==> config.mk <==
export PLATFORM = sky130hd
export DESIGN_NAME = ovl_text_overlay
export DESIGN_NICKNAME = d
export VERILOG_FILES = /design/src/rtl/ovl_pkg.sv /design/src/rtl/ovl_glyph_rom.sv /design/src/rtl/ovl_locator.sv /design/src/rtl/ovl_char_select.sv /design/src/rtl/ovl_text_overlay.sv
export SDC_FILE = /design/constraint.sdc
export NUM_CORES = 1
export LEC_CHECK = 0
export BUFFER_PORTS_ARGS = -buffer_cell sky130_fd_sc_hd__buf_2
export CORE_MARGIN = 4
export CORE_UTILIZATION = 35
export DETAILED_ROUTE_END_ITERATION = 7
export GPL_TIMING_DRIVEN = 0
export PLACE_DENSITY = 0.65
export SLEW_MARGIN = 0
export SYNTH_ARGS = -nofsm -noshare
export SYNTH_HDL_FRONTEND = slang
export SYNTH_SLANG_ARGS = --single-unit
export TNS_END_PERCENT = 100
==> constraint.sdc <==
create_clock -name clk -period 0.8 [get_ports clk]
set_clock_uncertainty 0.1 [all_clocks]
set_input_delay 0.04 -clock clk [delete_from_list [all_inputs] [get_ports clk]]
set_output_delay 0.04 -clock clk [all_outputs]
set_load 0.01 [all_outputs]
==> src/rtl/ovl_pkg.sv <==
package ovl_pkg;
  localparam int GLYPH_W   = 8;
  localparam int GLYPH_H   = 16;
  localparam int CODE_W    = 7;
  localparam int ROW_IDX_W = $clog2(GLYPH_H);
  localparam int COL_IDX_W = $clog2(GLYPH_W);

  typedef logic [CODE_W-1:0]    code_t;
  typedef logic [GLYPH_W-1:0]   glyph_row_t;
  typedef logic [ROW_IDX_W-1:0] row_idx_t;
  typedef logic [COL_IDX_W-1:0] col_idx_t;

  // Generated font: blank border rows, rotated code pattern inside.
  function automatic glyph_row_t glyph_pattern(code_t code, row_idx_t row);
    glyph_row_t base;
    logic [2:0] sh;
    if (code == '0 || row == '0 || row == row_idx_t'(GLYPH_H - 1))
      return '0;
    base = {1'b1, code};
    sh   = row[2:0];
    return glyph_row_t'((base << sh) | (base >> (4'd8 - {1'b0, sh})));
  endfunction
endpackage

==> src/rtl/ovl_glyph_rom.sv <==
module ovl_glyph_rom
  import ovl_pkg::*;
(
  input  code_t      code,
  input  row_idx_t   row,
  output glyph_row_t row_bits
);
  always_comb begin
    row_bits = glyph_pattern(code, row);
  end
endmodule

==> src/rtl/ovl_locator.sv <==
module ovl_locator
  import ovl_pkg::*;
#(
  parameter int COORD_W  = 11,
  parameter int TEXT_LEN = 5,
  parameter int IDX_W    = 3
) (
  input  logic [COORD_W-1:0] anchor_x,
  input  logic [COORD_W-1:0] anchor_y,
  input  logic [COORD_W-1:0] scan_x,
  input  logic [COORD_W-1:0] scan_y,
  output logic               in_box,
  output logic [IDX_W-1:0]   char_idx,
  output col_idx_t           col,
  output row_idx_t           row
);
  localparam int SPAN_X = GLYPH_W * TEXT_LEN;

  logic [COORD_W:0]   dx, dy;
  logic               in_x, in_y;
  logic [COORD_W-4:0] cell_full;

  always_comb begin
    // One extra bit keeps the sign so a negative offset cannot wrap into the box.
    dx        = {1'b0, scan_x} - {1'b0, anchor_x};
    dy        = {1'b0, scan_y} - {1'b0, anchor_y};
    in_x      = !dx[COORD_W] && ({1'b0, dx[COORD_W-1:0]} < (COORD_W+1)'(SPAN_X));
    in_y      = !dy[COORD_W] && ({1'b0, dy[COORD_W-1:0]} < (COORD_W+1)'(GLYPH_H));
    in_box    = in_x && in_y;
    cell_full = dx[COORD_W-1:3];
    char_idx  = cell_full[IDX_W-1:0];
    col       = dx[2:0];
    row       = dy[3:0];
  end
endmodule

==> src/rtl/ovl_char_select.sv <==
module ovl_char_select
  import ovl_pkg::*;
#(
  parameter int                    TEXT_LEN = 5,
  parameter int                    IDX_W    = 3,
  parameter logic [8*TEXT_LEN-1:0] TEXT_STR = "Hello"
) (
  input  logic [IDX_W-1:0] char_idx,
  output code_t            code
);
  code_t chars [TEXT_LEN];

  // Leftmost character lives in the most significant byte; only 7 bits kept.
  for (genvar k = 0; k < TEXT_LEN; k++) begin : g_char
    assign chars[k] = TEXT_STR[8*(TEXT_LEN-1-k) +: CODE_W];
  end

  always_comb begin
    code = '0;
    for (int k = 0; k < TEXT_LEN; k++) begin
      if (char_idx == IDX_W'(k)) code = chars[k];
    end
  end
endmodule

==> src/rtl/ovl_text_overlay.sv <==
module ovl_text_overlay
  import ovl_pkg::*;
#(
  parameter int                    COORD_W  = 11,
  parameter int                    TEXT_LEN = 5,
  parameter logic [8*TEXT_LEN-1:0] TEXT_STR = "Hello"
) (
  input  logic               clk,
  input  logic               rst_n,
  input  logic [COORD_W-1:0] anchor_x,
  input  logic [COORD_W-1:0] anchor_y,
  input  logic [COORD_W-1:0] scan_x,
  input  logic [COORD_W-1:0] scan_y,
  output logic               text_pixel
);
  localparam int IDX_W = (TEXT_LEN > 1) ? $clog2(TEXT_LEN) : 1;

  logic             in_box;
  logic [IDX_W-1:0] char_idx;
  col_idx_t         col;
  row_idx_t         row;
  code_t            code;
  glyph_row_t       row_bits;
  logic             hit_d;

  ovl_locator #(.COORD_W(COORD_W), .TEXT_LEN(TEXT_LEN), .IDX_W(IDX_W)) u_loc (
    .anchor_x (anchor_x),
    .anchor_y (anchor_y),
    .scan_x   (scan_x),
    .scan_y   (scan_y),
    .in_box   (in_box),
    .char_idx (char_idx),
    .col      (col),
    .row      (row)
  );

  ovl_char_select #(.TEXT_LEN(TEXT_LEN), .IDX_W(IDX_W), .TEXT_STR(TEXT_STR)) u_sel (
    .char_idx (char_idx),
    .code     (code)
  );

  ovl_glyph_rom u_rom (
    .code     (code),
    .row      (row),
    .row_bits (row_bits)
  );

  // Next state: bit 7 of the glyph row is the leftmost column.
  always_comb begin
    hit_d = 1'b0;
    if (in_box) hit_d = row_bits[3'd7 - col];
  end

  always_ff @(posedge clk or negedge rst_n) begin
    if (!rst_n) text_pixel <= 1'b0;
    else        text_pixel <= hit_d;
  end

  a_r3_outside_box_dark: assert property (@(posedge clk) disable iff (!rst_n)
    !in_box |=> !text_pixel);
  a_r4_left_of_anchor: assert property (@(posedge clk) disable iff (!rst_n)
    (scan_x < anchor_x) |=> !text_pixel);
  a_r4_above_anchor: assert property (@(posedge clk) disable iff (!rst_n)
    (scan_y < anchor_y) |=> !text_pixel);
  a_r5_index_in_string: assert property (@(posedge clk) disable iff (!rst_n)
    in_box |-> (int'(char_idx) < TEXT_LEN));
  a_r9_blank_code_zero: assert property (@(posedge clk) disable iff (!rst_n)
    (code == '0) |-> (row_bits == '0));
  a_r7_border_rows_blank: assert property (@(posedge clk) disable iff (!rst_n)
    (row == '0 || row == row_idx_t'(GLYPH_H - 1)) |-> (row_bits == '0));
endmodule

== After elaboration in Yosys (flattened, before gate mapping) ==
Cells that the tools add are included.
Widths: inputs -> output; s select.

* Add/sub/neg operators: 4
* Magnitude comparators: 3
* Equality and inequality tests: 5
* Shifts and indexed selects: 2
* Multiplexer cells: 11
* Bitwise operators: 1
* Reduce and logical (&&, ||, !) cells: 10

{| class="wikitable"
|+ Operators by type and width
! cell !! count
|-
| $mux 7 || 5
|-
| $sub 11x11->12 || 2
|-
| $mux 8 || 2
|-
| $lt 11x5->1 const B || 1
|-
| $lt 11x6->1 const B || 1
|-
| $or 8x8->8 || 1
|-
| $shl 8x3->8 || 1
|-
| $shr 8x4->8 || 1
|-
| $logic_not 7->1 || 1
|-
| $eq 3x2->1 const B || 2
|-
| $eq 4x4->1 const B || 1
|-
| $logic_not 4->1 || 1
|-
| $lt 3x4->1 const B || 1
|-
| $sub 4x3->4 const A || 1
|-
| $bmux 1 s3 || 1
|-
| $eq 3x1->1 const B || 1
|-
| $eq 3x3->1 const B || 1
|-
| $logic_and 1x1->1 || 3
|-
| $logic_not 3->1 || 1
|-
| $mux 1 || 3
|-
| $sub 3x3->3 const A || 1
|-
| $logic_not 1->1 || 2
|-
| $logic_or 1x1->1 || 2
|}

* Bits in registers: 1
* Input bits: 46
* Output and inout bits: 1
* Word-level logic and storage cells: 37

== Logic depth before layout (Yosys ltp) ==
* Depth after elaboration: 15
* Depth in mapped cells: 15
* Gate-level depth less buffers: 14

== Cells and area by module ==
Synthesis repeated with hierarchy kept, for this count alone.

* Cells, all modules: 273
* Area, all modules: 1956.9 um^2

{| class="wikitable"
|+ By module, submodules not included
! module !! times used !! cells an instance !! area each (um^2) !! seq. area each (um^2)
|-
| ovl_locator || 1 || 171 || 1202.4 || 0.0
|-
| ovl_glyph_rom || 1 || 84 || 591.8 || 0.0
|-
| ovl_text_overlay || 1 || 8 || 96.3 || 25.0
|-
| ovl_char_select || 1 || 10 || 66.3 || 0.0
|}

== Least setup slack after synthesis ==
Ideal clock, no wire load.

* Path type: input -> register
* From: input port scan_x[0]
* To: register text_pixel
* Setup time: 0.111 ns
* Arrival: 3.122 ns
* Data required time: 0.589 ns
* Slack: -2.533 ns
* Stages on the path: 14
* Path buffers: 1
* Path through: inv_1 -> ha_1 -> inv_1 -> fa_1 -> and3_1 -> or3_1 -> buf_2 -> a22o_1 -> or3_4 -> a211o_1 -> o21ai_1 -> nand2_1 -> a221o_1 -> a2111oi_2

* Cells in the longest elaborated chain, start to end: 15
* Elaborated cells on any way between the ends: 27
* Those cells by class: 2 x add/sub; 1 x order compare; 4 x eq/ne; 2 x shift; 10 x mux; 1 x bitwise; 7 x reduce/logical

{| class="wikitable"
|+ Ends and longest elaborated chain
! what !! RTL line !! RTL
|-
| start, declared || ovl_text_overlay.sv:12 || <nowiki>input logic [COORD_W-1:0] scan_x,</nowiki>
|-
| $sub 11x11->12 (*) || ovl_locator.sv:25 || <nowiki>dx = {1'b0, scan_x} - {1'b0, anchor_x};</nowiki>
|-
| branches (longest 13 deep; another with $shr 8x4->8) || - ||
|-
| $mux 1 (*) || ovl_text_overlay.sv:51 || <nowiki>if (in_box) hit_d = row_bits[3'd7 - col];</nowiki>
|-
| named net hit_d || ovl_text_overlay.sv:24 || <nowiki>logic hit_d;</nowiki>
|-
| end signal, assigned || ovl_text_overlay.sv:56 || <nowiki>else text_pixel <= hit_d;</nowiki>
|-
| end, declared || ovl_text_overlay.sv:14 || <nowiki>output logic text_pixel</nowiki>
|}

Mark *: on every way through the listed nets, which the timed path passes. The select of a mux whose other input is x is not followed.

== Worst setup path after layout ==
Ends and elaborated chain as after synthesis.

==> flow_summary.json <==
{
  "outcome": "complete, but fails checks",
  "violations": "negative setup slack",
  "setup-tns-final_ns": -2.51,
  "netlist_top_cells_count": "35 x inv_1, 25 x ha_1, 21 x o21ai_0",
  "cp.required_ns": 0.59,
  "critPathLaunchType": "primary input",
  "row_count": 25,
  "die_y_um": 79.6,
  "p_leak_nw": 1.10,
  "routabilityCongestion": 0.870,
  "hold_ws_ns": 0.250,
  "track_usage": 0.138,
  "ys_seq_area_frac": 0.0140,
  "ios": 47,
  "ys_ff_latch": 1,
  "fin_crit_ns": 3.31,
  "globalRouteOverflowTotal": 0,
  "drcViolationCount": 0,
  "path_max_fanout": 4,
  "synth-edff-count": 0,
  "cp.arrival_ns": 3.10,
  "drive_gt1_frac": 0.254,
  "synthTopCellsByArea": "ha_1 17%, inv_1 7.3%, o21ai_0 5.9%",
  "syn-cell-area_mm2": 0.00179,
  "fmax_mhz": 302,
  "syn_nets": 341,
  "rsz0062_at_grt": "true",
  "num_vias": 2090,
  "grt_max_degree": 11,
  "top_regs": "text_pixel x1",
  "grt_pass1_vias": 1785,
  "finalSetupViolCount": 1,
  "core_area_mm2": 0.00485,
  "hpwl_mm": 3.71,
  "p_total_mw": 2.45,
  "area_growth_syn_to_layout_pct": 27.8,
  "crit_type": "primary input to flip-flop",
  "antenna_cells": 0,
  "drtIter0Drc": 143,
  "clk_pin_slew_ns": 0,
  "synthFlopType": "dfrtp_1",
  "drt-pass1-iter-count": 4,
  "relSlewSlack": 0.593,
  "antenna_found_initial": 0,
  "synth_async_sr_flop_share": 1.00,
  "powerDensity_mw_per_mm2": 1070,
  "fin_cells": 386,
  "largest_register_ffs": 1,
  "die-area_mm2": 0.00633,
  "start_util": 0.370,
  "die_x_um": 79.6,
  "grt_pass1_wl_mm": 7.60,
  "io_buffers": 46,
  "fin_ws_ns": -2.51,
  "cap_violations": 0,
  "synth.most_common_cell": "inv_1",
  "synth.distinct_cells": 58,
  "fin_crit_sh": 4.14,
  "top_register": "text_pixel",
  "placed_cells": 381,
  "vdd_ir_drop_max_mv": 0.453,
  "maxSlewViolCount": 0,
  "routed_via_density": 5.41,
  "min_path_type": "primary input to asynchronous set/reset pin",
  "wirelength_mm": 4.69,
  "syn_inst": 268,
  "yosysWarnings": 0,
  "critPathCaptureType": "flip-flop",
  "hold_violations": 0,
  "final_nets": 394,
  "yosysTopAreaCell": "ha_1",
  "synth_top_area_share": 0.175,
  "wire_per_inst_um": 12.1,
  "antenna_left": 0,
  "synth.avg_cell_area_um2": 6.69,
  "tightestPinTransition_ns": 0.607
}
## final timing paths
| check | from | to | slack, ns | depth (start not counted) |
|---|---|---|---|---|
| max | scan_x[0] | text_pixel$_DFF_PN0_ | -2.51 | 14 |
| min | rst_n | text_pixel$_DFF_PN0_ | 0.25 | 2 |
| max in group asynchronous | rst_n | text_pixel$_DFF_PN0_ | 0.27 | 2 |
| min in group clk | text_pixel$_DFF_PN0_ | text_pixel | 0.35 | 1 |
## cell families after synthesis
family / synth area share
flops: 0.0140
compound gates: 0.413
mux: 0.00559
xor+xnor: 0.0587
simple gates: 0.205
fa+ha+maj: 0.197
buf+inv: 0.107
## final cells by class
| cell class | instances | area, um2 |
|---|---|---|
| buffer | 9 | 45.0 |
| fill | 497 | 2560 |
| inverter | 36 | 138 |
| multi-input combinational | 219 | 1700 |
| sequential | 1 | 25.0 |
| tap | 67 | 83.8 |
| timing repair buffer | 54 | 303 |
## layer usage
| metal | track usage | vias up | share of wire |
|---|---|---|---|
| met5 | 0 | - | 0 |
| li1 | - | 1095 | - |
| met1 | 0.205 | 935 | 0.48 |
| met4 | 0.00859 | 0 | 0.0038 |
| met3 | 0.00113 | 2 | 0.055 |
| met2 | 0.234 | 58 | 0.46 |
## worst max-delay path, cell delays in order
cell	delay, ns
buf_6	0.09
inv_4	0.04
ha_4	0.13
inv_2	0.04
fa_2	0.35
and3_4	0.17
or3_4	0.39
a22o_1	0.23
or3_4	0.33
a211o_1	0.30
o311ai_2	0.25
a21oi_1	0.07
a211o_1	0.31
a2111oi_4	0.35
## repair_timing
action / 4_1_cts / 5_1_grt
gates resized for setup: 12 / 22
pin swaps: 10 / 7
buffers inserted: 6 / 1
setup endpoints to repair: 1 / 1
endpoints found under the hold margin: 1 / 0
hold buffers: 1 / 0
## through the flow
step	setup slack [ns]	instance area (um2)	utilization
after CTS	-2.61	2210	0.456
after detailed placement	-2.90	2110	0.435
after floorplan	-2.43	1790	-
final	-2.51	2290	0.472
after global routing	-2.60	2290	0.472
after global placement	-2.85	2110	0.435
## report_power, final
| group | switching, mW | internal [mW] | leakage (nW) |
|---|---|---|---|
| logic | 1.35 | 1.04 | 1.08 |
| clock network | 0 | 0 | 0 |
| registers | 0.000000366 | 0.0515 | 0.0140 |
| total | 1.35 | 1.10 | 1.10 |
## cells in the final DEF, fill, tap and decap left out, types with 3 or more instances in the layout
master	n
buf_4	6
buf_6	3
nand2_1	18
xor2_1	4
a21o_1	5
o21a_1	7
o31ai_1	3
nand3_1	8
nor2_1	13
xnor2_1	6
o211ai_1	4
a211o_1	4
clkbuf_1	5
ha_1	22
a21oi_1	20
a31oi_1	4
a21boi_0	4
buf_2	48
inv_1	32
o21ai_0	20
o21ai_2	3
or3_1	3
nor3_1	6
nor2b_1	4
Power figures use the tool's default switching activity.
